## config.mk

```make
export PLATFORM = sky130hd
export DESIGN_NAME = scrub_engine
export DESIGN_NICKNAME = d
export VERILOG_FILES = /design/src/rtl/scrub_pkg.sv /design/src/rtl/scrub_regs.sv /design/src/rtl/scrub_pacer.sv /design/src/rtl/scrub_track.sv /design/src/rtl/scrub_fsm.sv /design/src/rtl/scrub_engine.sv
export SDC_FILE = /design/constraint.sdc
export NUM_CORES = 1
export LEC_CHECK = 0
export CORE_MARGIN = 4
export CORE_UTILIZATION = 57
export CTS_CLUSTER_DIAMETER = 80
export DETAILED_ROUTE_END_ITERATION = 12
export MAX_ROUTING_LAYER = met4
export PLACE_DENSITY_LB_ADDON = 0.2
export SLEW_MARGIN = 30
export SYNTH_ARGS = -nofsm -noshare
export SYNTH_HDL_FRONTEND = slang
export SYNTH_SLANG_ARGS = --single-unit
```

## constraint.sdc

```tcl
create_clock -name clk -period 5.4 [get_ports clk]
set_input_delay 1.08 -clock clk [delete_from_list [all_inputs] [get_ports clk]]
set_output_delay 1.08 -clock clk [all_outputs]
set_load 0.005 [all_outputs]
```

## src/rtl/scrub_pkg.sv

```systemverilog
`timescale 1ns/1ps
package scrub_pkg;

    localparam int REG_AW = 3;

    localparam logic [REG_AW-1:0] OFS_CTRL  = 3'd0;
    localparam logic [REG_AW-1:0] OFS_STAT  = 3'd1;
    localparam logic [REG_AW-1:0] OFS_START = 3'd2;
    localparam logic [REG_AW-1:0] OFS_RANGE = 3'd3;
    localparam logic [REG_AW-1:0] OFS_PATT  = 3'd4;

    localparam int CTL_EN_BIT   = 0;
    localparam int CTL_MODE_BIT = 2;
    localparam int CTL_IV_LSB   = 8;

    localparam int STA_BUSY_BIT = 0;
    localparam int STA_DONE_BIT = 1;

    typedef enum logic [2:0] {
        ST_IDLE,
        ST_ISSUE,
        ST_GAP,
        ST_DRAIN,
        ST_HOLD
    } scrub_state_t;

endpackage

```

## src/rtl/scrub_regs.sv

```systemverilog
`timescale 1ns/1ps
module scrub_regs
    import scrub_pkg::*;
#(
    parameter int DW  = 32,
    parameter int AW  = 16,
    parameter int IVW = 8
) (
    input  logic              clk,
    input  logic              rst_n,
    input  logic              reg_we,
    input  logic [REG_AW-1:0] reg_addr,
    input  logic [DW-1:0]     reg_wdata,
    input  logic              busy,
    input  logic              done,
    output logic              en,
    output logic              mode_wr,
    output logic [IVW-1:0]    interval,
    output logic [AW-1:0]     win_start,
    output logic [AW-1:0]     win_range,
    output logic [DW-1:0]     pattern,
    output logic [DW-1:0]     reg_rdata
);

    always_ff @(posedge clk) begin
        if (!rst_n) begin
            en        <= 1'b0;
            mode_wr   <= 1'b0;
            interval  <= '0;
            win_start <= '0;
            win_range <= '0;
            pattern   <= '0;
        end else if (reg_we) begin
            case (reg_addr)
                OFS_CTRL: begin
                    en <= reg_wdata[CTL_EN_BIT];
                    if (!busy) begin
                        mode_wr  <= reg_wdata[CTL_MODE_BIT];
                        interval <= reg_wdata[CTL_IV_LSB +: IVW];
                    end
                end
                OFS_START: if (!busy) win_start <= reg_wdata[AW-1:0];
                OFS_RANGE: if (!busy) win_range <= reg_wdata[AW-1:0];
                OFS_PATT:  pattern <= reg_wdata;
                default: ;
            endcase
        end
    end

    always_comb begin
        reg_rdata = '0;
        case (reg_addr)
            OFS_CTRL: begin
                reg_rdata[CTL_EN_BIT]             = en;
                reg_rdata[CTL_MODE_BIT]           = mode_wr;
                reg_rdata[CTL_IV_LSB +: IVW]      = interval;
            end
            OFS_STAT: begin
                reg_rdata[STA_BUSY_BIT] = busy;
                reg_rdata[STA_DONE_BIT] = done;
            end
            OFS_START: reg_rdata[AW-1:0] = win_start;
            OFS_RANGE: reg_rdata[AW-1:0] = win_range;
            OFS_PATT:  reg_rdata = pattern;
            default: ;
        endcase
    end


    lock_start_chk: assert property (@(posedge clk) disable iff (!rst_n)
        (busy && reg_we && reg_addr == OFS_START) |=> $stable(win_start));


    lock_mode_chk: assert property (@(posedge clk) disable iff (!rst_n)
        (busy && reg_we && reg_addr == OFS_CTRL) |=> ($stable(mode_wr) && $stable(interval)));

endmodule

```

## src/rtl/scrub_pacer.sv

```systemverilog
`timescale 1ns/1ps
module scrub_pacer #(
    parameter int IVW      = 8,
    parameter int PRESCALE = 4
) (
    input  logic           clk,
    input  logic           rst_n,
    input  logic           load,
    input  logic [IVW-1:0] interval,
    output logic           pace_zero,
    output logic           pace_last
);

    localparam int GW = IVW + $clog2(PRESCALE + 1);

    logic [GW-1:0] gap_len;
    logic [GW-1:0] cnt;

    generate
        if (PRESCALE == 1) begin : g_unit
            assign gap_len = GW'(interval);
        end else begin : g_scaled
            assign gap_len = GW'(interval) * GW'(PRESCALE);
        end
    endgenerate

    always_ff @(posedge clk) begin
        if (!rst_n) begin
            cnt <= '0;
        end else if (load) begin
            cnt <= gap_len;
        end else if (cnt != '0) begin
            cnt <= cnt - GW'(1);
        end
    end

    assign pace_zero = (interval == '0);
    assign pace_last = (cnt == GW'(1));


    pace_count_chk: assert property (@(posedge clk) disable iff (!rst_n)
        (cnt != '0 && !load) |=> (cnt == $past(cnt) - GW'(1)));

endmodule

```

## src/rtl/scrub_track.sv

```systemverilog
`timescale 1ns/1ps
module scrub_track #(
    parameter int MAX_OUT = 4
) (
    input  logic clk,
    input  logic rst_n,
    input  logic inc,
    input  logic dec,
    output logic trk_full,
    output logic trk_empty
);

    localparam int CW = $clog2(MAX_OUT + 1);

    logic [CW-1:0] cnt;

    always_ff @(posedge clk) begin
        if (!rst_n) begin
            cnt <= '0;
        end else begin
            case ({inc, dec})
                2'b10:   cnt <= cnt + CW'(1);
                2'b01:   cnt <= cnt - CW'(1);
                default: cnt <= cnt;
            endcase
        end
    end

    assign trk_full  = (cnt == CW'(MAX_OUT));
    assign trk_empty = (cnt == '0);


    no_overflow_chk: assert property (@(posedge clk) disable iff (!rst_n)
        cnt <= CW'(MAX_OUT));

endmodule

```

## src/rtl/scrub_fsm.sv

```systemverilog
`timescale 1ns/1ps
module scrub_fsm
    import scrub_pkg::*;
#(
    parameter int AW = 16
) (
    input  logic          clk,
    input  logic          rst_n,
    input  logic          en,
    input  logic          mode_wr,
    input  logic [AW-1:0] win_start,
    input  logic [AW-1:0] win_range,
    input  logic          mem_ready,
    input  logic          trk_full,
    input  logic          trk_empty,
    input  logic          pace_zero,
    input  logic          pace_last,
    output logic          mem_req,
    output logic [AW-1:0] mem_addr,
    output logic          accept,
    output logic          pace_load,
    output logic          busy,
    output logic          done,
    output logic          host_hold
);

    scrub_state_t state, nxt;
    logic [AW-1:0] last_addr;
    logic          at_last;

    assign last_addr = win_start + win_range;
    assign at_last   = (mem_addr == last_addr);

    always_ff @(posedge clk) begin
        if (!rst_n) state <= ST_IDLE;
        else        state <= nxt;
    end

    always_comb begin
        nxt = state;
        unique case (state)
            ST_IDLE:  if (en) nxt = ST_ISSUE;
            ST_ISSUE: begin
                if (!en) begin
                    nxt = ST_DRAIN;
                end else if (accept) begin
                    if (mode_wr) begin
                        if (at_last) nxt = ST_DRAIN;
                    end else if (!pace_zero) begin
                        nxt = ST_GAP;
                    end
                end
            end
            ST_GAP: begin
                if (!en)            nxt = ST_DRAIN;
                else if (pace_last) nxt = ST_ISSUE;
            end
            ST_DRAIN: if (trk_empty) nxt = (done && en) ? ST_HOLD : ST_IDLE;
            ST_HOLD:  if (!en) nxt = ST_IDLE;
            default:  nxt = ST_IDLE;
        endcase
    end

    always_comb begin
        mem_req = 1'b0;
        busy    = 1'b0;
        unique case (state)
            ST_IDLE:  ;
            ST_ISSUE: begin
                busy    = 1'b1;
                mem_req = en && !trk_full;
            end
            ST_GAP:   busy = 1'b1;
            ST_DRAIN: busy = 1'b1;
            ST_HOLD:  ;
            default:  ;
        endcase
    end

    assign accept    = mem_req && mem_ready;
    assign pace_load = accept && !mode_wr && !pace_zero;
    assign host_hold = busy && mode_wr;

    always_ff @(posedge clk) begin
        if (!rst_n) begin
            mem_addr <= '0;
            done     <= 1'b0;
        end else begin
            if (state == ST_IDLE) begin
                mem_addr <= win_start;
            end else if (accept) begin
                mem_addr <= at_last ? win_start : mem_addr + AW'(1);
            end
            if (!en) begin
                done <= 1'b0;
            end else if (accept && mode_wr && at_last) begin
                done <= 1'b1;
            end
        end
    end


    req_needs_enable_chk: assert property (@(posedge clk) disable iff (!rst_n)
        mem_req |-> en);


    done_write_only_chk: assert property (@(posedge clk) disable iff (!rst_n)
        $rose(done) |-> mode_wr);


    busy_after_drain_chk: assert property (@(posedge clk) disable iff (!rst_n)
        $fell(busy) |-> trk_empty);


    window_chk: assert property (@(posedge clk) disable iff (!rst_n)
        mem_req |-> ((mem_addr - win_start) <= win_range));


    hold_addr_chk: assert property (@(posedge clk) disable iff (!rst_n)
        ($past(mem_req && !mem_ready) && mem_req) |-> $stable(mem_addr));


    gap_nonzero_chk: assert property (@(posedge clk) disable iff (!rst_n)
        (state == ST_GAP) |-> !pace_zero);

endmodule

```

## src/rtl/scrub_engine.sv

```systemverilog
`timescale 1ns/1ps
module scrub_engine
    import scrub_pkg::*;
#(
    parameter int DW       = 32,
    parameter int AW       = 16,
    parameter int IVW      = 8,
    parameter int PRESCALE = 4,
    parameter int MAX_OUT  = 4
) (
    input  logic              clk,
    input  logic              rst_n,
    input  logic              reg_we,
    input  logic [REG_AW-1:0] reg_addr,
    input  logic [DW-1:0]     reg_wdata,
    output logic [DW-1:0]     reg_rdata,
    output logic              mem_req,
    output logic              mem_we,
    output logic [AW-1:0]     mem_addr,
    output logic [DW-1:0]     mem_wdata,
    input  logic              mem_ready,
    input  logic              mem_rsp,
    output logic              host_hold
);

    logic           en, mode_wr, busy, done;
    logic [IVW-1:0] interval;
    logic [AW-1:0]  win_start, win_range;
    logic [DW-1:0]  pattern;
    logic           accept, pace_load, pace_zero, pace_last;
    logic           trk_full, trk_empty;

    scrub_regs #(.DW(DW), .AW(AW), .IVW(IVW)) u_regs (
        .clk       (clk),
        .rst_n     (rst_n),
        .reg_we    (reg_we),
        .reg_addr  (reg_addr),
        .reg_wdata (reg_wdata),
        .busy      (busy),
        .done      (done),
        .en        (en),
        .mode_wr   (mode_wr),
        .interval  (interval),
        .win_start (win_start),
        .win_range (win_range),
        .pattern   (pattern),
        .reg_rdata (reg_rdata)
    );

    scrub_pacer #(.IVW(IVW), .PRESCALE(PRESCALE)) u_pacer (
        .clk       (clk),
        .rst_n     (rst_n),
        .load      (pace_load),
        .interval  (interval),
        .pace_zero (pace_zero),
        .pace_last (pace_last)
    );

    scrub_track #(.MAX_OUT(MAX_OUT)) u_track (
        .clk       (clk),
        .rst_n     (rst_n),
        .inc       (accept),
        .dec       (mem_rsp),
        .trk_full  (trk_full),
        .trk_empty (trk_empty)
    );

    scrub_fsm #(.AW(AW)) u_fsm (
        .clk       (clk),
        .rst_n     (rst_n),
        .en        (en),
        .mode_wr   (mode_wr),
        .win_start (win_start),
        .win_range (win_range),
        .mem_ready (mem_ready),
        .trk_full  (trk_full),
        .trk_empty (trk_empty),
        .pace_zero (pace_zero),
        .pace_last (pace_last),
        .mem_req   (mem_req),
        .mem_addr  (mem_addr),
        .accept    (accept),
        .pace_load (pace_load),
        .busy      (busy),
        .done      (done),
        .host_hold (host_hold)
    );

    assign mem_we    = mode_wr;
    assign mem_wdata = pattern;

endmodule

```

== Yosys cells after proc, flatten, opt, wreduce, memory -nomap -nowiden ==
Cells that the tools add are included.
Widths: inputs -> output; s select.

* Muxes and demuxes: 26
* $add $sub $neg: 5
* Eq/ne operators: 20
* Reductions and logical operators: 28
* Bitwise logic cells: 2

{| class="wikitable"
|+ Operators by type and width
! cell !! number
|-
| $mux 16 || 4
|-
| $mux 3 || 11
|-
| $pmux 8 s4 || 1
|-
| $mux 10 || 2
|-
| $add 16x1->16 const B || 1
|-
| $add 16x16->16 || 1
|-
| $eq 16x16->1 || 1
|-
| $pmux 3 s5 || 1
|-
| $pmux 5 s3 || 1
|-
| $eq 3x2->1 const B || 4
|-
| $eq 11x1->1 const B || 1
|-
| $reduce_bool 11->1 || 1
|-
| $sub 11x1->11 const B || 1
|-
| $eq 3x3->1 const B || 3
|-
| $logic_not 3->1 || 3
|-
| $reduce_and 3->1 || 3
|-
| $logic_and 1x1->1 || 8
|-
| $logic_not 8->1 || 1
|-
| $pmux 1 s4 || 2
|-
| $reduce_and 7->1 || 1
|-
| $eq 3x1->1 const B || 2
|-
| $ne 2x2->1 const B || 3
|-
| $pmux 3 s2 || 1
|-
| $reduce_and 2->1 || 3
|-
| other kinds (15) || 21
|}

* Logic and storage cells: 93
* Bits of input ports: 40
* Output and inout port bits: 83
* Register bits: 108

== Depth between registers and ports, before layout ==
* Word-level depth: 8
* Gate-level depth with buffers: 11
* Mapped depth without buffers: 10

== Modules after synthesis ==
Synthesis repeated with hierarchy kept, for this count alone.

* Cells, all modules: 817
* Area, all modules: 6708.9 um2

{| class="wikitable"
|+ By module, submodules not included
! module !! area an instance (um2) !! cells an instance !! instances
|-
| scrub_regs || 3304.4 || 377 || 1
|-
| scrub_fsm || 2581.2 || 345 || 1
|-
| scrub_pacer || 646.9 || 75 || 1
|-
| scrub_track || 176.4 || 20 || 1
|}

== Worst setup path after synthesis ==
OpenSTA, ideal clock, no wires.

* Kind: input -> output
* Start: input port reg_addr[1]
* End: output port reg_rdata[10]
* Path buffers: 2
* Required time: 4.320 ns
* Slack: 2.094 ns
* Cell stages on the path: 6
* Arrival: 2.226 ns
* Cells stage by stage: clkbuf_1 clkbuf_1 mux2i_1 nor2_1 a21oi_1 o21ai_0

* Cells in the longest elaborated chain, start to end: 2
* Elaborated cells between the ends (all ways): 5
* Those cells by class: eq/ne (3); mux (1); reduce/logical (1)

{| class="wikitable"
|+ RTL lines
! item !! line !! text
|-
| start: declaration || scrub_engine.sv:14 || <nowiki>input logic [REG_AW-1:0] reg_addr,</nowiki>
|-
| $eq 3x3->1, or another cell as far along || scrub_regs.sv:52 || <nowiki>case (reg_addr)</nowiki>
|-
| $pmux 8 s4 * || scrub_regs.sv:52 ||
|-
| end: declaration || scrub_engine.sv:16 || <nowiki>output logic [DW-1:0] reg_rdata,</nowiki>
|}

Mark *: on every way between the ends. The rest lies on a longest branch, timed or not.

== Final worst setup path ==
* Start: input port reg_addr[2]
* End: output port reg_rdata[2]

* Cells in the longest elaborated chain, start to end: 2
* Elaborated cells between the ends (all ways): 5
* Those cells by class: eq/ne (3); mux (1); reduce/logical (1)

{| class="wikitable"
|+ RTL lines
! item !! line
|-
| $eq 3x3->1, or another cell as far along || scrub_regs.sv:52
|-
| $pmux 1 s4 * || scrub_regs.sv:52
|}

Marked as above.

==> impl_metrics.ini <==
[outcome]
status = completed

[routing]
wl_per_cell_um = 18.58
viasPerCell = 6.006
drcViolationCount = 0
drt_iter0_drc = 450
wl_um = 18820
vias = 6084
drtAntennaViolNets = 0
drt_first_pass_iters = 5

[placement]
routabilityCongestion = 0.9075
dp_cells = 997
dp_slack_ps = 863.4
hpwl_um = 14440
port_buffers = 122

[logic_synthesis]
synth_area_per_cell_um2 = 8.093
yosysMostFrequentCell = dfxtp_1
syn-num-nets = 841
ys_ff_latch = 108
ys.flop_type = dfxtp_1
synth_area_mm2 = 0.006312
yosysSeqAreaShare_pct = 34.25
synthArstFlopShare_pct = 0
synth_edf_count = 0
post_synth_inst_count = 780
yosys.area.top_type = dfxtp_1
yosysWarnings = 0
synth_top_area_share_pct = 34.25
synth_cell_type_count = 80
netlist_top_cells_count = 108 x dfxtp_1, 107 x nand2_1, 100 x nor2_1
netlist_top_cells_area = dfxtp_1 34%, mux2i_1 9.4%, a21oi_1 6.5%

[sta]
min_period_ps = 4541
setup_ws_ps = 859.4
maxSlewHeadroom_pct = 32.99
fin_tns_setup_ps = 0
slew_viol_final = 0
max_freq_mhz = 220.2
fin_crit_sh_pct = 84.09
worst_slew_pin_slew_ps = 1005
whs_ps = 481.5
hold_violations = 0
finClkSkew_ps = 11.21
rsz0062_at_grt = no
setup_viol = 0

[min_path]
min_path_type = reg -> reg

[die]
io_pins = 123
die_h_um = 113.2
coreArea_mm2 = 0.01084
die_w_um = 113.2
start_util_pct = 58.23
die_area_mm2 = 0.01282
rows = 38

[critical_path]
required_ps = 4320
crit_path_end_kind = primary output
path_class = in -> out
worstPathMaxFanout = 26
startpoint_type = primary input
arrival_ps = 3460

[grt]
grt_pass1_vias = 5888
busiest_layer = met2
grt_pass1_wl_um = 30100
grt_use_total_pct = 29.99
gr-total-overflow = 0
grt.met1_usage_pct = 36.45
use_met3_pct = 4.385
antenna_found_initial = 0
grt_util_met2_pct = 50.08
grt_max_degree = 67

[layout]
stdcell_count = 1013
layout.nets = 929
antenna_cells = 0
area_growth_pct = 21.94
drive_above_1_share_pct = 5.727

[clock_tree]
cts-hold-fix-buffers = 0
cts_buffers = 9
ctsResizeCount = 0
ctsHtreeMaxLevel = 3
cts.sinks = 108
cts_tree = done
post_cts_buffers = 0
clkSlewWorstSetupHoldPaths_ps = 100
clockRootBuffer = clkbuf_8
clk_latency_ps = 390
clockBufferDepth = 2

[power_and_ir_drop]
peakVddDrop_mv = 0.2556
cellLeakagePower_uw = 0.002988
power_density_mw_per_mm2 = 276.7

[job]
maxCapViolations = 0
cell families (layout without fill, tap and decap cells):
kind of cell | Yosys count | after routing | share of synthesized area, %
xor gates and xnor gates | 39 | 39 | 5.411
adders and majority gates | 21 | 21 | 4.400
buffers and inverters | 65 | 158 | 5.193
DFF | 108 | 108 | 34.25
and+or+nand+nor | 305 | 305 | 22.60
muxes | 60 | 60 | 9.713
AOI/OAI and AO/OA | 182 | 182 | 18.43
registers in the layout, indices dropped and copies added, names as in the netlist:
| register | cells |
|---|---|
| u_fsm.state | 3 |
| u_regs.pattern | 32 |
| u_fsm.mem_addr | 16 |
| u_fsm.done | 1 |
| u_pacer.cnt | 11 |
| u_regs.en | 1 |
| u_regs.mode_wr | 1 |
| u_regs.win_start | 16 |
| u_track.cnt | 3 |
| u_regs.win_range | 16 |
| u_regs.interval | 8 |
power by group:
| part | internal, uW | total (uW) | switching [uW] |
|---|---|---|---|
| Sequential | 862 | 957 | 95.1 |
| Combinational | 315 | 670 | 355 |
| Clock | 186 | 504 | 318 |
worst max-delay path, cell delays in order:
cell and delay, ps:
clkdlybuf4s50_1 760, nor3b_2 530, buf_4 350, nand2_1 90
o21ai_0 90, clkdlybuf4s50_1 540
cell usage in the layout (no fill, tap or decap), drive strengths merged, types with 10 or more instances in the layout:
cell type      synthesis  final
a21oi                 83     83
nand3                 10     10
dfxtp                108    108
ha                    19     19
a211oi                14     14
nor3                  18     18
clkdlybuf4s50          0    122
and2                  21     21
inv                   13     18
xor2                  17     17
nand4                 10     10
o21ai                 32     32
nor2                 101    101
mux2i                 59     59
nand2                107    107
xnor2                 22     22
metal layers:
layer  part of all wire (%)  routed length (um)  vias to the layer above
li1                       -                   -                     2926
met1                     41                7786                     2907
met2                     50                9449                      207
met3                    5.3                 992                       44
met4                    3.1                 589                        0
met5                      0                   0                        -
worst paths after layout:
kind | startpoint | slack, ps | endpoint | depth (start not counted)
max | reg_addr[2] | 860 | reg_rdata[2] | 6
min | u_regs.pattern[17]$_SDFFE_PN0P_ | 480 | u_regs.pattern[17]$_SDFFE_PN0P_ | 2
max reg2reg | u_regs.win_start[0]$_SDFFE_PN0P_ | 1920 | u_fsm.mem_addr[15]$_SDFFE_PN0P_ | 10
min reg2reg | u_regs.pattern[17]$_SDFFE_PN0P_ | 480 | u_regs.pattern[17]$_SDFFE_PN0P_ | 2
through the flow:
step,utilization [%],total power (uW),area [um2]
2_1_floorplan,-,1439,6312
3_3_place_gp,69.11,1611,7492
3_5_place_dp,69.16,1635,7497
4_1_cts,71.01,2135,7697
5_1_grt,71.01,2256,7697
6_report,71.01,2130,7697
area by class of cell:
type | instances | area, um2
clock buffers | 9 | 123.9
multi-input cells | 607 | 3835
clock inverters | 7 | 76.32
fillers | 909 | 3143
repair buffers | 129 | 1274
well taps | 140 | 175.2
flip-flops and latches | 108 | 2162
inverters | 13 | 51.30
No activity file was read; power rests on OpenSTA's default activity.
